[src/rtl/rvdiv_pkg.sv]
package rvdiv_pkg;
   localparam int EW_LO = 32;
   localparam int EW_HI = 64;
   localparam int CNT_W = $clog2(EW_HI + 1);

   function automatic logic size_legal(input logic [1:0] sz);
      return sz[1];
   endfunction

   function automatic logic size_wide(input logic [1:0] sz);
      return sz[0];
   endfunction
endpackage

[src/rtl/rvdiv_lane.sv]
module rvdiv_lane #(
   parameter int W      = 64,
   parameter int NARROW = 32
) (
   input  logic         clk,
   input  logic         rst_n,
   input  logic         load,
   input  logic         step,
   input  logic         wide,
   input  logic [W-1:0] dividend,
   input  logic [W-1:0] divisor,
   output logic [W-1:0] quo
);
   localparam int PRESHIFT = W - NARROW;

   logic [W-1:0] rem_q, dq_q, dvs_q;
   logic [W:0]   trial, diff;
   logic         fits;

   initial begin
      if (NARROW > W || NARROW < 1) $error("rvdiv_lane: NARROW must be 1..W");
   end

   always_comb begin
      trial = {rem_q, dq_q[W-1]};
      diff  = trial - {1'b0, dvs_q};
      fits  = ~diff[W];
   end

   always_ff @(posedge clk or negedge rst_n) begin
      if (!rst_n) begin
         rem_q <= '0;
         dq_q  <= '0;
         dvs_q <= '0;
      end else if (load) begin
         rem_q <= '0;
         dq_q  <= wide ? dividend : (dividend << PRESHIFT);
         dvs_q <= divisor;
      end else if (step) begin
         rem_q <= fits ? diff[W-1:0] : trial[W-1:0];
         dq_q  <= {dq_q[W-2:0], fits};
      end
   end

   assign quo = (dvs_q == '0) ? '0 : dq_q;

   AST_REM_BELOW_DIVISOR: assert property (@(posedge clk) disable iff (!rst_n)
      (step && dvs_q != '0) |=> (rem_q < dvs_q));
endmodule

[src/rtl/rvdiv_ctrl.sv]
module rvdiv_ctrl
   import rvdiv_pkg::*;
(
   input  logic clk,
   input  logic rst_n,
   input  logic start,
   input  logic legal,
   input  logic wide,
   output logic load,
   output logic ill_take,
   output logic step,
   output logic busy,
   output logic done,
   output logic undef
);
   logic [CNT_W-1:0] cnt_q;
   logic             busy_q, done_q, undef_q;
   logic             take;

   assign take     = start & ~busy_q;
   assign load     = take & legal;
   assign ill_take = take & ~legal;
   assign step     = busy_q;

   always_ff @(posedge clk or negedge rst_n) begin
      if (!rst_n) begin
         cnt_q   <= '0;
         busy_q  <= 1'b0;
         done_q  <= 1'b0;
         undef_q <= 1'b0;
      end else begin
         done_q  <= 1'b0;
         undef_q <= 1'b0;
         if (load) begin
            busy_q <= 1'b1;
            cnt_q  <= wide ? CNT_W'(EW_HI) : CNT_W'(EW_LO);
         end else if (ill_take) begin
            done_q  <= 1'b1;
            undef_q <= 1'b1;
         end else if (busy_q) begin
            cnt_q <= cnt_q - 1'b1;
            if (cnt_q == CNT_W'(1)) begin
               busy_q <= 1'b0;
               done_q <= 1'b1;
            end
         end
      end
   end

   assign busy  = busy_q;
   assign done  = done_q;
   assign undef = undef_q;

   AST_DONE_PULSE: assert property (@(posedge clk) disable iff (!rst_n)
      done |=> (!done || undef));
   AST_BUSY_END_DONE: assert property (@(posedge clk) disable iff (!rst_n)
      $fell(busy) |-> (done && !undef));
   AST_UNDEF_WITH_DONE: assert property (@(posedge clk) disable iff (!rst_n)
      undef |-> (done && !busy));
   AST_START_IGNORED: assert property (@(posedge clk) disable iff (!rst_n)
      (busy && cnt_q > CNT_W'(1)) |=> (busy && $past(cnt_q) - cnt_q == CNT_W'(1)));
endmodule

[src/rtl/rvdiv_merge.sv]
module rvdiv_merge
   import rvdiv_pkg::*;
#(
   parameter int VLEN = 256
) (
   input  logic [VLEN/EW_HI*EW_HI-1:0] q_even,
   input  logic [VLEN/EW_HI*EW_LO-1:0] q_odd,
   input  logic [VLEN-1:0]             op1,
   input  logic [VLEN/EW_LO-1:0]       act,
   input  logic                        wide,
   input  logic                        bypass,
   output logic [VLEN-1:0]             res
);
   localparam int N_HI = VLEN / EW_HI;
   localparam int N_LO = VLEN / EW_LO;

   logic [VLEN-1:0] res_lo, res_hi;

   always_comb begin
      for (int i = 0; i < N_LO; i++) begin
         if (!act[i])
            res_lo[EW_LO*i +: EW_LO] = op1[EW_LO*i +: EW_LO];
         else if (i % 2 == 0)
            res_lo[EW_LO*i +: EW_LO] = q_even[EW_HI*(i/2) +: EW_LO];
         else
            res_lo[EW_LO*i +: EW_LO] = q_odd[EW_LO*(i/2) +: EW_LO];
      end
      for (int k = 0; k < N_HI; k++) begin
         res_hi[EW_HI*k +: EW_HI] = act[2*k] ? q_even[EW_HI*k +: EW_HI]
                                             : op1[EW_HI*k +: EW_HI];
      end
      res = bypass ? op1 : (wide ? res_hi : res_lo);
   end
endmodule

[src/rtl/rvdiv_top.sv]
module rvdiv_top
   import rvdiv_pkg::*;
#(
   parameter int VLEN = 256
) (
   input  logic              clk,
   input  logic              rst_n,
   input  logic              start,
   input  logic [1:0]        size,
   input  logic [VLEN-1:0]   src_dn,
   input  logic [VLEN-1:0]   src_m,
   input  logic [VLEN/8-1:0] pred,
   output logic              busy,
   output logic              done,
   output logic              undef,
   output logic [VLEN-1:0]   result
);
   localparam int NU   = VLEN / EW_LO;
   localparam int N_HI = VLEN / EW_HI;

   if (VLEN % EW_HI != 0 || VLEN < EW_HI) begin : g_bad_vlen
      $error("rvdiv_top: VLEN must be a positive multiple of 64");
   end

   logic              legal_in, wide_in;
   logic              load, ill_take, step;
   logic [NU-1:0]     act_in, act_q;
   logic [VLEN-1:0]   op1_q;
   logic              wide_q, bypass_q;
   logic [N_HI*EW_HI-1:0] q_even;
   logic [N_HI*EW_LO-1:0] q_odd;

   assign legal_in = size_legal(size);
   assign wide_in  = size_wide(size);

   function automatic logic [VLEN/8-1:0] base_mask(input logic wd);
      logic [VLEN/8-1:0] m;
      m = '0;
      for (int i = 0; i < NU; i++) m[4*i] = !wd || (i % 2 == 0);
      return m;
   endfunction

   rvdiv_ctrl u_ctrl (
      .clk(clk), .rst_n(rst_n), .start(start), .legal(legal_in), .wide(wide_in),
      .load(load), .ill_take(ill_take), .step(step),
      .busy(busy), .done(done), .undef(undef)
   );

   for (genvar i = 0; i < NU; i++) begin : g_lane
      if (i % 2 == 0) begin : g_even
         logic [EW_HI-1:0] dvd, dvs;
         assign act_in[i] = pred[4*i];
         assign dvd = wide_in ? src_m[EW_LO*i +: EW_HI]
                              : {{(EW_HI-EW_LO){1'b0}}, src_m[EW_LO*i +: EW_LO]};
         assign dvs = wide_in ? src_dn[EW_LO*i +: EW_HI]
                              : {{(EW_HI-EW_LO){1'b0}}, src_dn[EW_LO*i +: EW_LO]};
         rvdiv_lane #(.W(EW_HI), .NARROW(EW_LO)) u_div (
            .clk(clk), .rst_n(rst_n), .load(load), .step(step), .wide(wide_in),
            .dividend(dvd), .divisor(dvs), .quo(q_even[EW_HI*(i/2) +: EW_HI])
         );
      end else begin : g_odd
         assign act_in[i] = pred[4*i] & ~wide_in;
         rvdiv_lane #(.W(EW_LO), .NARROW(EW_LO)) u_div (
            .clk(clk), .rst_n(rst_n), .load(load), .step(step), .wide(1'b0),
            .dividend(src_m[EW_LO*i +: EW_LO]), .divisor(src_dn[EW_LO*i +: EW_LO]),
            .quo(q_odd[EW_LO*(i/2) +: EW_LO])
         );
      end
   end

   always_ff @(posedge clk or negedge rst_n) begin
      if (!rst_n) begin
         op1_q    <= '0;
         act_q    <= '0;
         wide_q   <= 1'b0;
         bypass_q <= 1'b1;
      end else if (load) begin
         op1_q    <= src_dn;
         act_q    <= act_in;
         wide_q   <= wide_in;
         bypass_q <= 1'b0;
      end else if (ill_take) begin
         op1_q    <= src_dn;
         bypass_q <= 1'b1;
      end
   end

   rvdiv_merge #(.VLEN(VLEN)) u_merge (
      .q_even(q_even), .q_odd(q_odd), .op1(op1_q), .act(act_q),
      .wide(wide_q), .bypass(bypass_q), .res(result)
   );

   AST_PRED_BASE_ONLY: assert property (@(posedge clk) disable iff (!rst_n)
      (load && ((pred & base_mask(wide_in)) == '0)) |=> (act_q == '0));
   AST_ZERO_DIVISOR: assert property (@(posedge clk) disable iff (!rst_n)
      (done && !undef && !wide_q && act_q[0] && op1_q[EW_LO-1:0] == '0)
      |-> (result[EW_LO-1:0] == '0));
   AST_UNDEF_PASSTHRU: assert property (@(posedge clk) disable iff (!rst_n)
      undef |-> (result == op1_q));
endmodule

[config.mk]
export PLATFORM = sky130hd
export DESIGN_NAME = rvdiv_top
export DESIGN_NICKNAME = d
export VERILOG_FILES = /design/src/rtl/rvdiv_pkg.sv /design/src/rtl/rvdiv_lane.sv /design/src/rtl/rvdiv_ctrl.sv /design/src/rtl/rvdiv_merge.sv /design/src/rtl/rvdiv_top.sv
export SDC_FILE = /design/constraint.sdc
export NUM_CORES = 2
export LEC_CHECK = 0
export BUFFER_PORTS_ARGS = -buffer_cell sky130_fd_sc_hd__buf_2
export CORE_UTILIZATION = 30
export DETAILED_ROUTE_END_ITERATION = 8
export PLACE_DENSITY = 0.49
export SETUP_SLACK_MARGIN = 0.15
export SYNTH_ARGS = -nofsm -noshare
export SYNTH_HDL_FRONTEND = slang
export SYNTH_SLANG_ARGS = --single-unit
[constraint.sdc]
create_clock -name clk -period 3.4 [get_ports clk]
set_input_delay 0.34 -clock clk [delete_from_list [all_inputs] [get_ports clk]]
set_output_delay 0.34 -clock clk [all_outputs]
set_load 0.05 [all_outputs]
======== After elaboration in Yosys (flattened, before gate mapping) ========
Index checks and enable logic that the tools add are counted.
storage, ports and cells
  flip-flop bits (word level) ............. 1428
  output and inout port bits .............. 259
  word-level logic and storage cells ...... 164
cells by class
  add/subtract/negate cells ............... 9
  equal/unequal tests ..................... 2
  multiplexer cells ....................... 92
  bitwise gates (word level) .............. 18
  reductions and logical operators ........ 11
operator list
  cell                                               number
  2-to-1 mux 64 bit                                  40
  2-to-1 mux 256 bit                                 4
  2-to-1 mux 32 bit                                  32
  subtractor 65 x 64 -> 65 bit                       4
  zero test 64 bit                                   4
  subtractor 33 x 32 -> 33 bit                       4
  zero test 32 bit                                   4
  2-to-1 mux 7 bit                                   4
  2-to-1 mux 1 bit                                   12
  NOT 1 bit                                          11
  bitwise AND 1 bit                                  7
  == test 7 x 1 -> 1 bit (second input constant)     1
  subtractor 7 x 1 -> 7 bit (second input constant)  1
  nonzero test 2 bit                                 2
  != test 2 x 1 -> 1 bit (second input constant)     1
  AND reduction 2 bit                                1

======== Logic depth before layout (Yosys ltp) ========
  depth after elaboration ................. 5
  mapped depth ............................ 19
  gate-level depth less buffers ........... 16

======== Modules after synthesis ========
From an unflattened synthesis, not the netlist that was laid out.
unflattened totals
  cells, all modules ...................... 10846
  area total of the unflattened synthesis .. 96984.3 µm²
by module, submodules not included
  module                                   instances  cells each  area each (µm²)  sequential area each (µm²)
  rvdiv_lane at g_lane[2].g_even.u_div     1          1636        13506.7          4804.6
  rvdiv_lane at g_lane[0].g_even.u_div     1          1641        13460.4          4804.6
  rvdiv_lane at g_lane[6].g_even.u_div     1          1565        13394.1          4804.6
  rvdiv_lane at g_lane[4].g_even.u_div     1          1602        13266.5          4804.6
  rvdiv_lane at g_lane[3].g_odd.u_div ...  2          769         6555.0           2402.3
  rvdiv_top                                1          858         12698.4          6657.6
  rvdiv_lane at g_lane[5].g_odd.u_div      1          767         6482.5           2402.3
  rvdiv_lane at g_lane[1].g_odd.u_div      1          718         6307.3           2402.3
  rvdiv_merge                              1          475         4260.3           0.0
  rvdiv_ctrl                               1          46          498.0            250.2

======== Worst setup path before layout ========
No wires, ideal clock.
  path kind ............................... reg-to-reg
  start ................................... reg g_lane[2].g_even.u_div.dq_q[63]
  end ..................................... reg g_lane[2].g_even.u_div.rem_q[59]
  library setup time ...................... 0.138 ns
  arrival ................................. 3.516 ns
  required time ........................... 3.262 ns
  path slack .............................. -0.254 ns
  cell stages (with the launch flop) ...... 19
  cell sequence ........................... dfrtp_1 > inv_1 > ha_1 > inv_1 > fa_1 > a211oi_1 > o211ai_2 > a41oi_2 > a21oi_2 > a41oi_2 > o31ai_4 > a31oi_4 > nor2_1 > a311o_1 > o211ai_1 > buf_4 > buf_4 > mux2i_1 > o22ai_1
on the way
  word-level cells in the longest chain between the ends .. 4
ends and longest elaborated chain
  item                          RTL line          text
  start, declared               rvdiv_lane.sv:16  logic [W-1:0] rem_q, dq_q, dvs_q;
  start signal, assigned        rvdiv_lane.sv:37  dq_q <= wide ? dividend : (dividend << PRESHIFT);
  start signal, assigned        rvdiv_lane.sv:41  dq_q <= {dq_q[W-2:0], fits};
  subtractor 65 x 64 -> 65 bit  rvdiv_lane.sv:26  diff = trial - {1'b0, dvs_q};
  2-to-1 mux 64 bit             rvdiv_lane.sv:40  rem_q <= fits ? diff[W-1:0] : trial[W-1:0];
  2-to-1 mux 64 bit             rvdiv_lane.sv:39  end else if (step) begin
  2-to-1 mux 64 bit             rvdiv_lane.sv:35  end else if (load) begin
  end signal, assigned          rvdiv_lane.sv:40
  end, declared                 rvdiv_lane.sv:16
Every way passes these cells. The select of a mux whose other input is x is not followed.
A chain may end at the register's enable or synchronous reset.

======== Worst setup path after layout ========
  start ................................... reg g_lane[6].g_even.u_div.dvs_q[33]
  end ..................................... out result[233]
on the way
  word-level cells in the longest chain between the ends .. 5
ends and longest elaborated chain
  item                              RTL line           text
  start, declared                   rvdiv_lane.sv:16
  start signal, assigned            rvdiv_lane.sv:38   dvs_q <= divisor;
  zero test 64 bit                  rvdiv_lane.sv:45   assign quo = (dvs_q == '0) ? '0 : dq_q;
  2-to-1 mux 64 bit                 rvdiv_lane.sv:45
  2-to-1 mux 64 bit                 rvdiv_merge.sv:29  res_hi[EW_HI*k +: EW_HI] = act[2*k] ? q_even[EW_HI*k +: EW_HI]
  2-to-1 mux 256 bit (2 in series)  rvdiv_merge.sv:32  res = bypass ? op1 : (wide ? res_hi : res_lo);
  end, declared                     rvdiv_top.sv:16    output logic [VLEN-1:0] result
Every way passes these cells.

==> results_dict.tcl <==
set metrics [dict create \
    drc 123 \
    syn_nets 11700 \
    fin_util 0.418 \
    fillCellCount 29000 \
    setup_ws_ps -730 \
    clock_sinks 1428 \
    htree_levels 4 \
    fmax_mhz 242 \
    cts_buffers 183 \
    async_flop_share 1.00 \
    nets 13500 \
    grt-ovfl-total 0 \
    route.vias.total 89300 \
    p_int_mw 80.8 \
    hold_viol 0 \
    crit_path_start_kind "flip-flop" \
    grt_pass1_vias 87700 \
    fin_setup_tns_ps -228380 \
    min_period_ps 4130 \
    wl_per_cell_um 22.1 \
    vdd_drop_max_v 0.000667 \
    syn_area_per_cell_um2 8.28 \
    wl_um 369000 \
    sw_frac_of_total 0.474 \
    fin_skew_ps 47.4 \
    violations "DRC, setup timing" \
    ys_warn_count 0 \
    area_growth_syn_to_layout_pct 38.4 \
    pwr-share-clk 0.137 \
    status "complete, but fails checks" \
    place.gp.congestion 0.943 \
    comb_power_share 0.643 \
    min_path_type "in -> async" \
    synth.area.top_cells "dfrtp_1 40%, nand2_1 8.0%, o21ai_0 7.0%, ha_1 5.4%, mux2i_1 4.5%" \
    power_leakage_nw 56.5 \
    die_width_um 546 \
    netlist_instances 10700 \
    p_per_area_mw_per_mm2 1250 \
    yosys.area.top_type "dfrtp_1" \
    rsz0062_at_grt "yes" \
    synth-seq-cells 1428 \
    hpwl_um 263000 \
    ys_types 104 \
    setup_viol 645 \
    relSlewSlack 0.172 \
    whs_ps 46.7 \
    die_y_um 546 \
    clk_pin_slew_ps 50 \
    root_buffer "clkbuf_16" \
    synth-edff-count 0 \
    core_area_mm2 0.294 \
    clk_path_buf_depth 4 \
    drt_iter0_markers 7218 \
    vias_per_cell 5.36 \
    rows 199 \
    synthTopCellsByCount "1,891 x nand2_1, 1,427 x dfrtp_1, 1,236 x o21ai_0" \
    grt_use_total 0.235 \
    switchingPower_mw 72.8 \
    arrival_ps 3790 \
    antenna_found_initial 15 \
    io_buffer_count 783 \
    crit_fanout 8 \
    yosysMostFrequentCell "nand2_1" \
    cp-end-kind "output pin" \
    ant_nets 0 \
    synth-seq-area-share 0.402 \
    drv_slew 0 \
    grt_max_degree 153 \
    pwr-share-seq 0.220 \
    dieArea_mm2 0.298 \
    cp_data_required_time_ps 3060 \
    grt_pass1_wl_um 548000 \
    path_class "reg -> out" \
    ios 808 \
    cts_tree "yes" \
    drive_gt1_frac 0.221 \
    fin_crit_sh 1.21 \
    clock_latency_ps 890 \
    syn_area_mm2 0.0888 \
    worst_pin_slew_ps 1240 \
    synth_top_area_share 0.402 \
    cap_viol_max_count 0 \
    synth_flop_cell "dfrtp_1" \
    drt_pass1_iterations 9 \
    start_util 0.302 \
]
power by group through the flow:
stage	clock [mW]	combinational, mW	sequential (mW)
5_1_grt	22.1	107	34.8
3_5_place_dp	0	91.0	32.9
6_report	21.1	98.8	33.7
3_3_place_gp	0	89.8	32.8
2_1_floorplan	0	61.3	30.1
4_1_cts	21.5	93.8	33.0
path summary, 6_finish.rpt:
path	startpoint	endpoint	slack (ps)	cells after the start
worst max-delay path	g_lane[6].g_even.u_div.dvs_q[33]	result[233]	-730	11
worst max register to register	g_lane[2].g_even.u_div.dvs_q[0]	g_lane[2].g_even.u_div.rem_q[47]	-520	20
worst min-delay path	rst_n	g_lane[7].g_odd.u_div.dq_q[7]	50	2
min in group clk	pred[16]	act_q[4]	210	4
max in group asynchronous	rst_n	g_lane[2].g_even.u_div.dvs_q[27]	2120	4
worst min register to register	op1_q[87]	op1_q[87]	470	2
placed cells by master (no fill, tap or decap), types with 63 or more instances in the layout:
master         synthesis  layout
o21ai_1              235     326
dfrtp_1             1427    1421
o21ai_0             1236    1028
dlygate4sd3_1          0     525
nand4_1              101     101
a21o_1               225     225
inv_1                613     609
o31ai_1              164      71
a221o_1              140     140
xor2_1               131     130
a31oi_4                1      94
ha_1                 386     380
clkbuf_16              0     207
buf_12                 0     145
nand3_1              496     477
o21ai_2                2      87
nor4_1               107      90
xnor2_1              220     219
nor2_1               515     485
mux2i_1              397     395
buf_6                  5     160
nand2_1             1891    1812
o21bai_1              63      63
a22oi_1              105     105
o311ai_1              96      95
buf_4                 17    1004
a21oi_1              598     591
o31ai_2                3      66
buf_2                 38     567
through the flow:
stage	cell area (um2)	worst slack, ps	cells	total power, mW
global placement	104000	-270	15700	123
CTS	118000	-791	16600	148
detailed placement	104000	-341	15700	124
floorplan	89100	55.8	10700	91.4
global route	123000	-850	16700	164
finish	123000	-730	16700	154
cell type report:
type | instances | area (um2) | area share
diodes | 17 | 42.5 | 0.000346
multi-input cells | 7924 | 52100 | 0.424
inverters | 613 | 2310 | 0.0188
clock inverters | 72 | 1050 | 0.00855
flip-flops and latches | 1428 | 35800 | 0.291
well taps | 3919 | 4900 | 0.0399
repair buffers | 2444 | 21300 | 0.173
clock buffers | 262 | 5380 | 0.0438
layer usage:
metal | wire length (um) | share of wire | track usage
met1 | 167000 | 0.45 | 0.325
met2 | 166000 | 0.45 | 0.371
met3 | 21700 | 0.059 | 0.0346
met4 | 13600 | 0.037 | 0.0853
met5 | 258 | 0.00070 | 0
flip-flops by register name, indices dropped and copies added, names as in the netlist:
| register | count |
|---|---|
| g_lane.g_odd.u_div.rem_q | 128 |
| u_ctrl.busy | 1 |
| g_lane.g_even.u_div.rem_q | 256 |
| g_lane.g_odd.u_div.dq_q | 128 |
| u_ctrl.undef | 1 |
| wide_q | 1 |
| g_lane.g_even.u_div.dvs_q | 256 |
| u_ctrl.cnt_q | 7 |
| op1_q | 256 |
| u_ctrl.done | 1 |
| act_q | 8 |
| g_lane.g_odd.u_div.dvs_q | 128 |
| g_lane.g_even.u_div.dq_q | 256 |
| bypass_q | 1 |
critical path, stage by stage (launching register included):
cell and delay, ps:
dfrtp_1 400, nor4_2 280, buf_4 170, nand4_1 170, buf_4 210, or4_4 650
buf_16 220, a31oi_4 190, nor2_2 60, o21ai_2 220, o31ai_4 140, buf_6 210
what timing repair did:
item	CTS	global route
buffers inserted	15	66
gates cloned	6	23
endpoints found under the hold margin	1626	0
endpoints found under the setup margin	648	648
gates resized for setup	481	915
hold buffers	525	0
pin swaps	31	195
kinds of logic (layout without fill, tap and decap cells):
group,count (synthesis),in the layout,synth area share
compound gates,3400,3400,0.237
xor+xnor,358,358,0.0360
fa+ha+maj,394,394,0.0562
buf+inv,1374,3391,0.0598
flops,1428,1428,0.402
mux,399,399,0.0450
other cells,0,17,0
simple gates,3373,3373,0.163
Note: power is estimated with default switching activity, not from simulation.
